## src/rtl/irq_pkg.sv

```systemverilog
`timescale 1ns/1ps
// Package irq_pkg
// Shared constants for the masked interrupt encoder: register offsets,
// reset mask and vector scaling. Assumes byte offsets and 16-bit accesses.
package irq_pkg;
    // Byte offset of the encoded vector register (read only)
    localparam int unsigned OFS_VEC   = 0;
    // Byte offset of the enable mask register (read/write)
    localparam int unsigned OFS_MASK  = 2;
    // Mask value loaded by reset
    localparam logic [15:0] MASK_RESET = 16'h0010;
    // Left shift applied to (index + 1) to form the vector code
    localparam int unsigned VEC_SHIFT = 2;
endpackage

```

## src/rtl/irq_src_capture.sv

```systemverilog
`timescale 1ns/1ps
// Module irq_src_capture
// Samples the interrupt request levels into the source register once per
// clock. Each bit follows its line: set while high, cleared when low.
// Assumes irq_lvl is synchronous to clk.
module irq_src_capture #(
    parameter int N_SRC = 16
) (
    input  logic             clk,
    input  logic             rst_n,
    input  logic [N_SRC-1:0] irq_lvl,
    output logic [N_SRC-1:0] src_q
);

    // Per-bit level capture, one flop per source
    generate
        for (genvar g = 0; g < N_SRC; g++) begin : g_bit
            always_ff @(posedge clk) begin
                if (!rst_n) src_q[g] <= 1'b0;
                else        src_q[g] <= irq_lvl[g];
            end
        end
    endgenerate

    // each source bit carries the level its line had one clock earlier
    a_r2_src_follows: assert property (@(posedge clk) disable iff (!rst_n)
        rst_n |=> (src_q == $past(irq_lvl)));

endmodule

```

## src/rtl/irq_mask_reg.sv

```systemverilog
`timescale 1ns/1ps
// Module irq_mask_reg
// Holds the software enable mask. Decodes register-port writes: only a
// write at the mask offset loads the mask, everything else is ignored.
// Exposes the next-state mask so the output flop can track it.
module irq_mask_reg #(
    parameter int          N_SRC      = 16,
    parameter int          DATA_W     = 16,
    parameter int          ADDR_W     = 12,
    parameter logic [15:0] MASK_RESET = irq_pkg::MASK_RESET
) (
    input  logic              clk,
    input  logic              rst_n,
    input  logic [ADDR_W-1:0] addr,
    input  logic              wr_en,
    input  logic [DATA_W-1:0] wdata,
    output logic [N_SRC-1:0]  mask_q,
    output logic [N_SRC-1:0]  mask_nxt
);

    localparam logic [ADDR_W-1:0] A_MASK = ADDR_W'(irq_pkg::OFS_MASK);

    logic hit_wr;

    // Write decode: exact match on the mask offset
    always_comb begin
        hit_wr   = wr_en && (addr == A_MASK);
        mask_nxt = hit_wr ? wdata[N_SRC-1:0] : mask_q;
    end

    // Mask storage with reset value
    always_ff @(posedge clk) begin
        if (!rst_n) mask_q <= MASK_RESET[N_SRC-1:0];
        else        mask_q <= mask_nxt;
    end

    // a mask write lands on the next clock
    a_r6_mask_load: assert property (@(posedge clk) disable iff (!rst_n)
        (wr_en && addr == A_MASK) |=> (mask_q == $past(wdata[N_SRC-1:0])));

    // any other access leaves the mask alone
    a_r7_mask_hold: assert property (@(posedge clk) disable iff (!rst_n)
        !(wr_en && addr == A_MASK) |=> $stable(mask_q));

endmodule

```

## src/rtl/irq_prio_enc.sv

```systemverilog
`timescale 1ns/1ps
// Module irq_prio_enc
// Combinational lowest-index-first priority encoder. Reports whether any
// bit is set and the index of the lowest set bit. Assumes N >= 1.
module irq_prio_enc #(
    parameter int N     = 16,
    parameter int IDX_W = $clog2((N > 1) ? N : 2)
) (
    input  logic [N-1:0]     req,
    output logic             hit,
    output logic [IDX_W-1:0] idx
);

    // Scan from the top down so the lowest set bit is written last
    always_comb begin
        hit = 1'b0;
        idx = '0;
        for (int i = N - 1; i >= 0; i--) begin
            if (req[i]) begin
                hit = 1'b1;
                idx = IDX_W'(i);
            end
        end
    end

endmodule

```

## src/rtl/irq_vector_top.sv

```systemverilog
`timescale 1ns/1ps
// Module irq_vector_top
// Masked interrupt encoder: level sources, software enable mask, one
// registered combined request, and a register port whose vector read
// returns (lowest pending index + 1) * 4. Assumes 16-bit register
// accesses and inputs synchronous to clk; reset is synchronous, active low.
module irq_vector_top #(
    parameter int          N_SRC      = 16,
    parameter int          DATA_W     = 16,
    parameter int          ADDR_W     = 12,
    parameter logic [15:0] MASK_RESET = irq_pkg::MASK_RESET
) (
    input  logic              clk,
    input  logic              rst_n,
    input  logic [N_SRC-1:0]  irq_lvl,
    input  logic [ADDR_W-1:0] addr,
    input  logic              wr_en,
    input  logic [DATA_W-1:0] wdata,
    output logic [DATA_W-1:0] rdata,
    output logic              irq_out
);

    localparam int IDX_W = $clog2((N_SRC > 1) ? N_SRC : 2);
    localparam int VEC_W = $clog2(N_SRC + 1) + irq_pkg::VEC_SHIFT;
    localparam logic [ADDR_W-1:0] A_VEC  = ADDR_W'(irq_pkg::OFS_VEC);
    localparam logic [ADDR_W-1:0] A_MASK = ADDR_W'(irq_pkg::OFS_MASK);

    logic [N_SRC-1:0] src_q;
    logic [N_SRC-1:0] mask_q;
    logic [N_SRC-1:0] mask_nxt;
    logic [N_SRC-1:0] pend;
    logic             pend_hit;
    logic [IDX_W-1:0] pend_idx;
    logic [VEC_W-1:0] vec;
    logic             irq_q;

    irq_src_capture #(.N_SRC(N_SRC)) u_src (
        .clk     (clk),
        .rst_n   (rst_n),
        .irq_lvl (irq_lvl),
        .src_q   (src_q)
    );

    irq_mask_reg #(
        .N_SRC      (N_SRC),
        .DATA_W     (DATA_W),
        .ADDR_W     (ADDR_W),
        .MASK_RESET (MASK_RESET)
    ) u_mask (
        .clk      (clk),
        .rst_n    (rst_n),
        .addr     (addr),
        .wr_en    (wr_en),
        .wdata    (wdata),
        .mask_q   (mask_q),
        .mask_nxt (mask_nxt)
    );

    // Pending set: captured sources gated by the current mask
    assign pend = src_q & mask_q;

    irq_prio_enc #(.N(N_SRC), .IDX_W(IDX_W)) u_enc (
        .req (pend),
        .hit (pend_hit),
        .idx (pend_idx)
    );

    // Vector code: (index + 1) shifted left, zero when nothing pends
    always_comb begin
        if (pend_hit)
            vec = (VEC_W'(pend_idx) + VEC_W'(1)) << irq_pkg::VEC_SHIFT;
        else
            vec = '0;
    end

    // Combined request flop, fed from next-state sources and mask
    always_ff @(posedge clk) begin
        if (!rst_n) irq_q <= 1'b0;
        else        irq_q <= |(irq_lvl & mask_nxt);
    end

    assign irq_out = irq_q;

    // Read mux: vector, mask, or zero for unused offsets
    always_comb begin
        rdata = '0;
        if (addr == A_VEC)
            rdata[VEC_W-1:0] = vec;
        else if (addr == A_MASK)
            rdata[N_SRC-1:0] = mask_q;
    end

    // request flop agrees with the registered sources and mask
    a_r3_out_matches: assert property (@(posedge clk) disable iff (!rst_n)
        irq_out == (|(src_q & mask_q)));

    // any pending source gives a nonzero, word-aligned vector
    a_r4_vec_nonzero: assert property (@(posedge clk) disable iff (!rst_n)
        (addr == A_VEC && (|(src_q & mask_q))) |->
            (rdata != '0 && rdata[1:0] == 2'b00));

    // nothing pending reads as zero
    a_r5_vec_zero: assert property (@(posedge clk) disable iff (!rst_n)
        (addr == A_VEC && !(|(src_q & mask_q))) |-> (rdata == '0));

    // unused offsets read as zero
    a_r8_unused_zero: assert property (@(posedge clk) disable iff (!rst_n)
        (addr != A_VEC && addr != A_MASK) |-> (rdata == '0));

endmodule

```

## config.mk

```make
export PLATFORM = sky130hd
export DESIGN_NAME = irq_vector_top
export DESIGN_NICKNAME = d
export VERILOG_FILES = /design/src/rtl/irq_pkg.sv /design/src/rtl/irq_src_capture.sv /design/src/rtl/irq_mask_reg.sv /design/src/rtl/irq_prio_enc.sv /design/src/rtl/irq_vector_top.sv
export SDC_FILE = /design/constraint.sdc
export NUM_CORES = 1
export LEC_CHECK = 0
export BUFFER_PORTS_ARGS = -buffer_cell sky130_fd_sc_hd__buf_2
export CAP_MARGIN = 10
export CORE_AREA = 3 3 74 76
export CTS_CLUSTER_DIAMETER = 50
export DETAILED_ROUTE_END_ITERATION = 8
export DIE_AREA = 0 0 77 79
export MAX_ROUTING_LAYER = met4
export SLEW_MARGIN = 20
export SYNTH_ARGS = -nofsm -noshare
export SYNTH_HDL_FRONTEND = slang
export SYNTH_SLANG_ARGS = --single-unit
```

## constraint.sdc

```tcl
create_clock -name clk -period 1.7 [get_ports clk]
set_input_delay 0.085 -clock clk [delete_from_list [all_inputs] [get_ports clk]]
set_output_delay 0.085 -clock clk [all_outputs]
set_load 0.02 [all_outputs]
```

==> results.toml, run 1 <==
[detailed_routing]
vias = 1839
routedWlPerCell_um = 14.3
ant_nets = 0
dr.pass1.iters = 4
routed_wl_um = 5190
drt_iter0_markers = 50
viasPerCell = 5.07
drc = 0

[logic_synthesis]
ys_warn_count = 0
ys_types = 33
synth_seq_area_share_pct = 38.8
ys_ff_latch = 33
synth_top_cell_by_area = "dfxtp_1"
synth_top_area_share_pct = 38.8
synth_area_um2 = 1700
syn_nets = 253
synthTopCellsByArea = "dfxtp_1 (39%), and2_1 (9.9%), nand2_1 (8.2%)"
syn_avg_cell_area_um2 = 8.30
synth_cells = 205

[grt]
antenna_found_initial = 0
grt_usage_pct = 17.9
gr-total-overflow = 0
grt_pass1_vias = 1827
grt_pass1_wl_um = 8510
grt_max_degree = 34

[power_and_ir_drop]
sequentialPowerShare_pct = 53.6
p_leak_uw = 0.00108
ir_drop_v = 0.000452
netSwitchingPower_uw = 343
power_density_nw_per_um2 = 614
combinationalPowerShare_pct = 9.9
p_sw_share_pct = 22.8
p_int_uw = 1160
clockPowerShare_pct = 36.5

[die]
core_area_um2 = 4790
die-area_um2 = 6080
die_w_um = 77
num_rows = 25
num_io_pins = 64
start_util_pct = 35.6
fp.dieH_um = 79

[place]
dpl.cell_count = 354
port_buffers = 63
place_area_um2 = 2290
dpl.hpwl_um = 4100
globalplace.congestion = 0.870

[clock_network]
cts_tree = "yes"
cts_hold_buf = 0
clkTransAtPathRegs_ns = 0.07
clk_latency_ns = 0.28
cts-htree-levels = 2
numCtsBuffers = 5
clock_path_buffers = 2
cts_root_buffer = "clkbuf_8"
clock-sinks = 33

[layout]
regArea_um2 = 663
drive_gt1_share_pct = 39.2
layout_commonest_cell = "buf_2"
final_cell_mix = "buf_2 (58), nand2_1 (37), dfxtp_1 (31), buf_4 (31), and2_1 (27)"
n_antenna_cell = 0
num-fill-cells = 499
final_nets = 343
stdcell_area_um2 = 2450
instances_no_fill = 363
multiInputGateArea_um2 = 1060
syn2layout_area_growth_pct = 44.1

[worst_setup_path]
cp_max_fo = 2
start_kind = "flip-flop"
cp.required_ns = 1.62
path_class = "flip-flop to output pin"
crit_arrival_ns = 2.01
endpoint_kind = "output pin"

[sta]
grt_setup_unrepaired = "true"
slew_violations = 0
fin_ws_ns = -0.393
worst_clock_skew_ns = 0.00656
period_share_pct = 123
slew_headroom_pct = 68.0
setup_viol = 5
tightest_slew_ns = 0.479
fin_crit_ns = 2.09
timing.fmax_ghz = 0.478
hold_viol = 0

[run]
cap_violations = 0

[hold_path]
min_path_type = "input port to flip-flop"

[outcome]
violations = "setup timing"
status = "complete, but fails checks"
-- worst paths after layout --
kind                     start          endpoint  slack [ns]  depth (start not counted)
max reg2reg   u_mask.mask_q[2]           irq_out        0.20                          6
max          u_mask.mask_q[11]          rdata[6]       -0.39                          7
min                irq_lvl[14]   u_src.src_q[14]        0.05                          2
min reg2reg   u_mask.mask_q[1]  u_mask.mask_q[1]        0.51                          2
-- registers in the layout, indices dropped and copies added (netlist names) --
register / cells
irq_out: 1
u_mask.mask_q: 16
u_src.src_q: 16
-- per-stage QoR --
| step | setup TNS (ns) | total power (µW) | utilization, % | setup slack (ns) | hold slack, ns |
|---|---|---|---|---|---|
| after floorplan | 0 | 878 | - | 0.00871 | 0.207 |
| after global placement | -0.311 | 969 | 47.9 | -0.160 | 0.321 |
| after detailed placement | -0.424 | 971 | 47.9 | -0.188 | 0.322 |
| after CTS | -1.84 | 1520 | 50.6 | -0.413 | 0.0371 |
| after global routing | -2.15 | 1560 | 51.2 | -0.475 | 0.0567 |
| final | -1.71 | 1510 | 51.2 | -0.393 | 0.0472 |
-- area by class of cell --
cell class                      instances  area share (%)
Multi-Input combinational cell        161            43.3
Inverter                                2           0.306
Tap cell                               67            3.42
Timing Repair Buffer                   92            22.7
Sequential cell                        33            27.0
Clock buffer                            8            3.27
-- timing repair --
action                                  CTS  global route
gates resized for setup                  15             6
pin swaps                                 8             4
setup buffers                             1             0
endpoints found under the setup margin    5             5
-- layer usage --
layer / up-vias / GRT usage [%] / share of wire [%]
met1: 846 / 22.0 / 45
met3: 5 / 2.61 / 5.1
met5: - / - / 0
met4: 0 / 5.34 / 0.94
met2: 54 / 30.7 / 49
li1: 934 / - / -
-- power groups by stage --
stage / registers [µW] / clock network, µW / logic [µW]
2_1_floorplan: 823 / 0 / 55.7
3_3_place_gp: 823 / 0 / 146
3_5_place_dp: 823 / 0 / 147
4_1_cts: 806 / 561 / 149
5_1_grt: 809 / 586 / 163
6_report: 807 / 549 / 149
-- logic make-up (layout without fill, tap and decap cells) --
group	after synthesis	count (layout)	share of synthesized area (%)
compound gates	59	59	26.7
xor+xnor	1	1	0.515
simple gates	100	100	30.5
flops	33	33	38.8
buf+inv	11	102	2.72
fa+ha+maj	1	1	0.735
-- synth_stat cells, drive strengths merged --
| master | n |
|---|---|
| a31oi | 3 |
| o211a | 1 |
| nand4 | 3 |
| a22o | 7 |
| a21o | 1 |
| a221oi | 4 |
| a21boi | 15 |
| ha | 1 |
| o311a | 1 |
| and2 | 27 |
| nand2 | 38 |
| a21oi | 3 |
| nor3b | 1 |
| xnor2 | 1 |
| clkbuf | 5 |
| nand3 | 21 |
| nor2 | 2 |
| and3 | 2 |
| nor4 | 2 |
| dfxtp | 33 |
| nor3 | 3 |
| a32o | 4 |
| o2111ai | 1 |
| inv | 2 |
| nor2b | 1 |
| o21ai | 5 |
| buf | 4 |
| a22oi | 14 |
-- worst max-delay path: stages, from the launching register on --
cell and delay [ns]:
dfxtp_2 0.32, a22o_1 0.24, a31oi_2 0.20, o2111ai_2 0.12
a32o_2 0.29, ha_4 0.17, a32o_2 0.26, buf_6 0.13
No activity file was read; power rests on OpenSTA's default activity.
==> run 2, diff against run 1 <==
- ABC_AREA: unset -> 1
- CORE_AREA: 3 3 74 76 -> 3 3 75 77
- DIE_AREA: 0 0 77 79 -> 0 0 78 80
==> results.toml, run 2 <==
[detailed_routing]
viasPerCell = 4.25
drt_iter0_markers = 59
dr.pass1.iters = 4
drc = 0
vias = 1834
routed_wl_um = 4750
ant_nets = 0
routedWlPerCell_um = 11.0

[power_and_ir_drop]
p_int_uw = 1170
finalPower_uw = 1500
sequentialPowerShare_pct = 53.5
ir_drop_v = 0.000375
clockPowerShare_pct = 38.8
p_leak_uw = 0.00138
combinationalPowerShare_pct = 7.7
p_sw_share_pct = 21.6
netSwitchingPower_uw = 323
power_density_nw_per_um2 = 614

[die]
die_w_um = 78
num_io_pins = 64
fp.dieH_um = 80
start_util_pct = 33.8
die-area_um2 = 6240
core_area_um2 = 5070
num_rows = 26

[sta]
slew_violations = 0
grt_setup_unrepaired = "true"
tns_ns = -2.06
period_share_pct = 129
timing.fmax_ghz = 0.457
fin_crit_ns = 2.19
setup_viol = 5
slew_headroom_pct = 62.5
worst_clock_skew_ns = 0.00444
tightest_slew_ns = 0.562
fin_ws_ns = -0.490
hold_viol = 0

[place]
dpl.cell_count = 417
globalplace.congestion = 0.800
port_buffers = 63
dpl.hpwl_um = 3620
place_area_um2 = 2190

[clock_network]
numCtsBuffers = 5
cts_tree = "yes"
clock_path_buffers = 2
clk_latency_ns = 0.28
clkTransAtPathRegs_ns = 0.07
cts-htree-levels = 2
cts_root_buffer = "clkbuf_8"
clock-sinks = 33

[grt]
grt_usage_pct = 16.1
grt_max_degree = 18
antenna_found_initial = 0
gr-total-overflow = 0
grt_pass1_vias = 1686
grt_pass1_wl_um = 7620

[hold_path]
min_path_type = "input port to flip-flop"
whs_path_depth = 3
min_to = "u_src.src_q[9]"
holdCritStartpoint = "irq_lvl[9]"

[outcome]
violations = "setup timing"
status = "complete, but fails checks"

[logic_synthesis]
synth_seq_area_share_pct = 38.5
ys_types = 23
yosys-top-cells-count = "nand2_1 (125), inv_1 (38), dfxtp_1 (33), nor2_1 (23), a21oi_1 (16)"
synth_area_um2 = 1720
syn_avg_cell_area_um2 = 6.22
synth_top_cell_by_area = "dfxtp_1"
synthTopCellsByArea = "dfxtp_1 (38%), nand2_1 (27%), inv_1 (8.3%)"
ys_warn_count = 0
ys_ff_latch = 33
synth_edf_count = 0
synth_top_area_share_pct = 38.5
syn_nets = 324
synth-async-reset-ratio_pct = 0
synth_flop_cell = "dfxtp_1"
yosysMostFrequentCell = "nand2_1"
synth_cells = 276

[layout]
layout_commonest_cell = "nand2_1"
num-fill-cells = 571
stdcell_area_um2 = 2440
multiInputGateArea_um2 = 913
final_cell_mix = "nand2_1 (116), buf_2 (58), inv_1 (36)"
final_nets = 410
syn2layout_area_growth_pct = 42.1
final_core_util_pct = 48.1
n_antenna_cell = 0
drive_gt1_share_pct = 32.9
instances_no_fill = 432
regArea_um2 = 663

[worst_setup_path]
start_kind = "flip-flop"
path_class = "flip-flop to output pin"
rrSetupSlack_ns = 0.61
cp_max_fo = 2
regToRegStartpoint = "u_mask.mask_q[14]"
cp.required_ns = 1.62
crit_arrival_ns = 2.11
endpoint_kind = "output pin"
reg2reg_depth = 7
r2r_end = "irq_out"

[run]
cap_violations = 0
[run 2: cell types whose count changed after synthesis, moves of 3 or more]
cell,previous run,this run
a22oi_1,13,0
a21boi_1,10,0
a32o_1,4,1
a21oi_1,3,16
buf_2,4,0
a221oi_1,4,0
a22o_1,7,1
nor2_1,1,23
a21boi_0,5,0
and2_1,27,1
nand3_1,21,7
inv_1,2,38
nand2_2,1,8
nand2_1,37,125
[run 2: metal layers]
| layer | routed length, µm | GRT usage (%) |
|---|---|---|
| met1 | 2130 | 20.4 |
| met2 | 2320 | 26.7 |
| met3 | 255 | 2.48 |
| met4 | 36 | 4.72 |
| met5 | 0 | - |
[run 2: cell families after synthesis]
| family | count (synthesis) | synth area share [%] |
|---|---|---|
| AO/OA/AOI/OAI | 22 | 7.07 |
| adder cells (fa/ha/maj) | 1 | 0.729 |
| buffers and inverters | 46 | 12.2 |
| flip-flops | 33 | 38.5 |
| AND/OR/NAND/NOR | 174 | 41.5 |
[run 2: how the worst max path moves through the flow]
stage	slack, ns	from	end
floorplan	-0.02	u_mask.mask_q[14]	rdata[4]
global placement	-0.18	u_mask.mask_q[15]	rdata[4]
detailed placement	-0.22	u_mask.mask_q[15]	rdata[4]
CTS	-0.41	u_mask.mask_q[15]	rdata[3]
global route	-0.71	u_mask.mask_q[15]	rdata[4]
finish	-0.49	u_mask.mask_q[15]	rdata[3]
[run 2: timing repair]
action,CTS,global route
hold buffers,4,0
gates resized for setup,26,5
setup buffers,5,1
pin swaps,3,4
endpoints found under the setup margin,5,5
endpoints found under the hold margin,4,0
[run 2: power by group through the flow]
stage | combinational (µW) | sequential (µW) | clock [µW]
floorplan | 35.6 | 818 | 0
global placement | 108 | 816 | 0
detailed placement | 109 | 817 | 0
CTS | 117 | 800 | 593
global route | 132 | 801 | 613
finish | 116 | 800 | 581
[run 2: stage by stage]
| step | setup WS [ns] | hold WS, ns |
|---|---|---|
| 2_1_floorplan | -0.0157 | 0.178 |
| 3_3_place_gp | -0.178 | 0.281 |
| 3_5_place_dp | -0.220 | 0.283 |
| 4_1_cts | -0.413 | 0.00193 |
| 5_1_grt | -0.705 | 0.0122 |
| 6_report | -0.490 | 0.00437 |
[run 2: critical path, cell delays in order, from the launching register on]
cell and delay (ns):
dfxtp_2 0.33, nand2_2 0.06, buf_4 0.13, buf_4 0.12, nand2_1 0.07, nand3_1 0.07
nand2_1 0.06, nand2_1 0.06, a31oi_1 0.13, inv_1 0.08, a31oi_2 0.19, ha_4 0.23
a22o_1 0.18, buf_6 0.13
[run 2: layout make-up]
class                           count  area share, %
Clock buffer                        7           3.54
Inverter                           39           6.21
Multi-Input combinational cell    197           37.5
Sequential cell                    33           27.2
Tap cell                           70           3.59
Timing Repair Buffer               86           22.0
==> run 3, diff against run 2 <==
- CTS_BUF_LIST: unset -> sky130_fd_sc_hd__clkbuf_8
- GPL_TIMING_DRIVEN: unset -> 0
- RECOVER_POWER: unset -> 50
==> results.toml, run 3 (synthesis results as in run 2) <==
[die]
die_w_um = 78
num_rows = 26
num_io_pins = 64
die-area_um2 = 6240
fp.dieH_um = 80
start_util_pct = 33.8
core_area_um2 = 5070

[power_and_ir_drop]
p_leak_uw = 0.00132
ir_drop_v = 0.000418
power_density_nw_per_um2 = 615
finalPower_uw = 1460

[grt]
grt_max_degree = 11
antenna_found_initial = 0
grt_pass1_vias = 1657
grt_pass1_wl_um = 7490
grt_usage_pct = 15.9
gr-total-overflow = 0

[clock_network]
clock-sinks = 33
clk_latency_ns = 0.28
numCtsBuffers = 5
cts_root_buffer = "clkbuf_8"
clock_path_buffers = 2
cts_tree = "yes"
cts-htree-levels = 2
clkTransAtPathRegs_ns = 0.06

[sta]
slew_violations = 0
worst_clock_skew_ns = 0.00414
fin_ws_ns = -0.406
period_share_pct = 124
slew_headroom_pct = 66.2
tightest_slew_ns = 0.506
fin_crit_ns = 2.11
grt_setup_unrepaired = "true"
timing.fmax_ghz = 0.475
whs_ns = 0.00131
hold_viol = 0
setup_viol = 6

[worst_setup_path]
crit_arrival_ns = 2.02
reg2reg_depth = 7
cp_max_fo = 3
path_class = "flip-flop to output pin"
cp.required_ns = 1.62
endpoint_kind = "output pin"
start_kind = "flip-flop"

[place]
port_buffers = 62
globalplace.congestion = 0.775
dpl.hpwl_um = 3720

[outcome]
violations = "setup timing"
status = "complete, but fails checks"

[detailed_routing]
drc = 0
viasPerCell = 4.36
ant_nets = 0
dr.pass1.iters = 4
drt_iter0_markers = 50
vias = 1860
routed_wl_um = 4760
routedWlPerCell_um = 11.1

[layout]
drive_gt1_share_pct = 28.9
num-fill-cells = 563
n_antenna_cell = 0
final_cell_mix = "nand2_1 (117), buf_2 (54), inv_1 (39)"
syn2layout_area_growth_pct = 38.3
final_nets = 404
layout_commonest_cell = "nand2_1"

[run]
cap_violations = 0

[hold_path]
whs_path_depth = 3
min_path_type = "input port to flip-flop"
## run 3: changes by cell type in the layout (fill, tap and decap cells not counted), moves of 2 or more
cell / change
clkbuf_2: +2
inv_1: +3
buf_4: -12
dlygate4sd3_1: +2
clkbuf_1: +4
buf_2: -4
## run 3: area by class of cell
cell class	count	area, µm²	share of cell area, %
Clock inverter	3	11.3	0.474
Tap cell	70	87.6	3.69
Clock buffer	5	68.8	2.90
Buffer	6	47.5	2.00
Multi-Input combinational cell	197	898	37.8
Timing Repair Buffer	74	448	18.9
Inverter	39	148	6.22
Sequential cell	33	664	28.0
## run 3: worst paths after layout
path                     startpoint                end  slack, ns
setup / recovery  u_mask.mask_q[15]           rdata[6]      -0.41
hold / removal          irq_lvl[13]    u_src.src_q[13]      0.001
setup reg to reg  u_mask.mask_q[14]            irq_out       0.62
hold reg to reg   u_mask.mask_q[13]  u_mask.mask_q[13]       0.51
## run 3: worst max-delay path: stages, from the launching register on
cell     delay (ns)
dfxtp_2        0.33
nand2_2        0.06
inv_2          0.03
nand2_1        0.04
nand2_1        0.04
nand2_1        0.05
nand2_1        0.04
nand2_1        0.05
nand2_1        0.04
nand2_1        0.05
nand2_1        0.04
nand2_1        0.05
nand2_1        0.04
nand2_1        0.05
nand2_1        0.04
nand2_1        0.06
nand2_2        0.06
nand2_2        0.07
inv_2          0.04
ha_4           0.16
a32o_2         0.24
buf_6          0.13
## run 3: layer usage
| metal | vias to the layer above | part of all wire, % | global-route usage, % |
|---|---|---|---|
| li1 | 998 | - | - |
| met1 | 798 | 44 | 18.8 |
| met2 | 57 | 48 | 26.6 |
| met3 | 7 | 6.2 | 3.05 |
| met4 | 0 | 1.5 | 6.29 |
| met5 | - | 0 | - |
## run 3: per-stage QoR
stage | setup slack (ns) | setup TNS (ns) | cells | area, µm² | util [%]
3_3_place_gp | -0.268 | -0.766 | 408 | 2130 | 41.9
2_1_floorplan | -0.0157 | -0.0293 | 276 | 1730 | -
6_report | -0.406 | -1.97 | 427 | 2370 | 46.8
3_5_place_dp | -0.276 | -0.791 | 408 | 2130 | 41.9
5_1_grt | -0.599 | -3.88 | 427 | 2370 | 46.8
4_1_cts | -0.430 | -1.82 | 428 | 2390 | 47.1
## run 3: timing repair
action | 4_1_cts | 5_1_grt
endpoints found under the setup margin | 5 | 14
buffers inserted | 8 | 1
hold endpoints to repair | 6 | 0
resized for setup | 25 | 6
hold buffers | 6 | 0
pin swaps | 2 | 2
## run 3: power by group
part / switching [µW] / internal [µW] / leakage, µW / total, µW
Sequential: 5.41 / 795 / 0.000272 / 800
Clock: 267 / 272 / 0.0000519 / 540
Combinational: 60.8 / 58.9 / 0.000997 / 120
Total: 334 / 1130 / 0.00132 / 1460
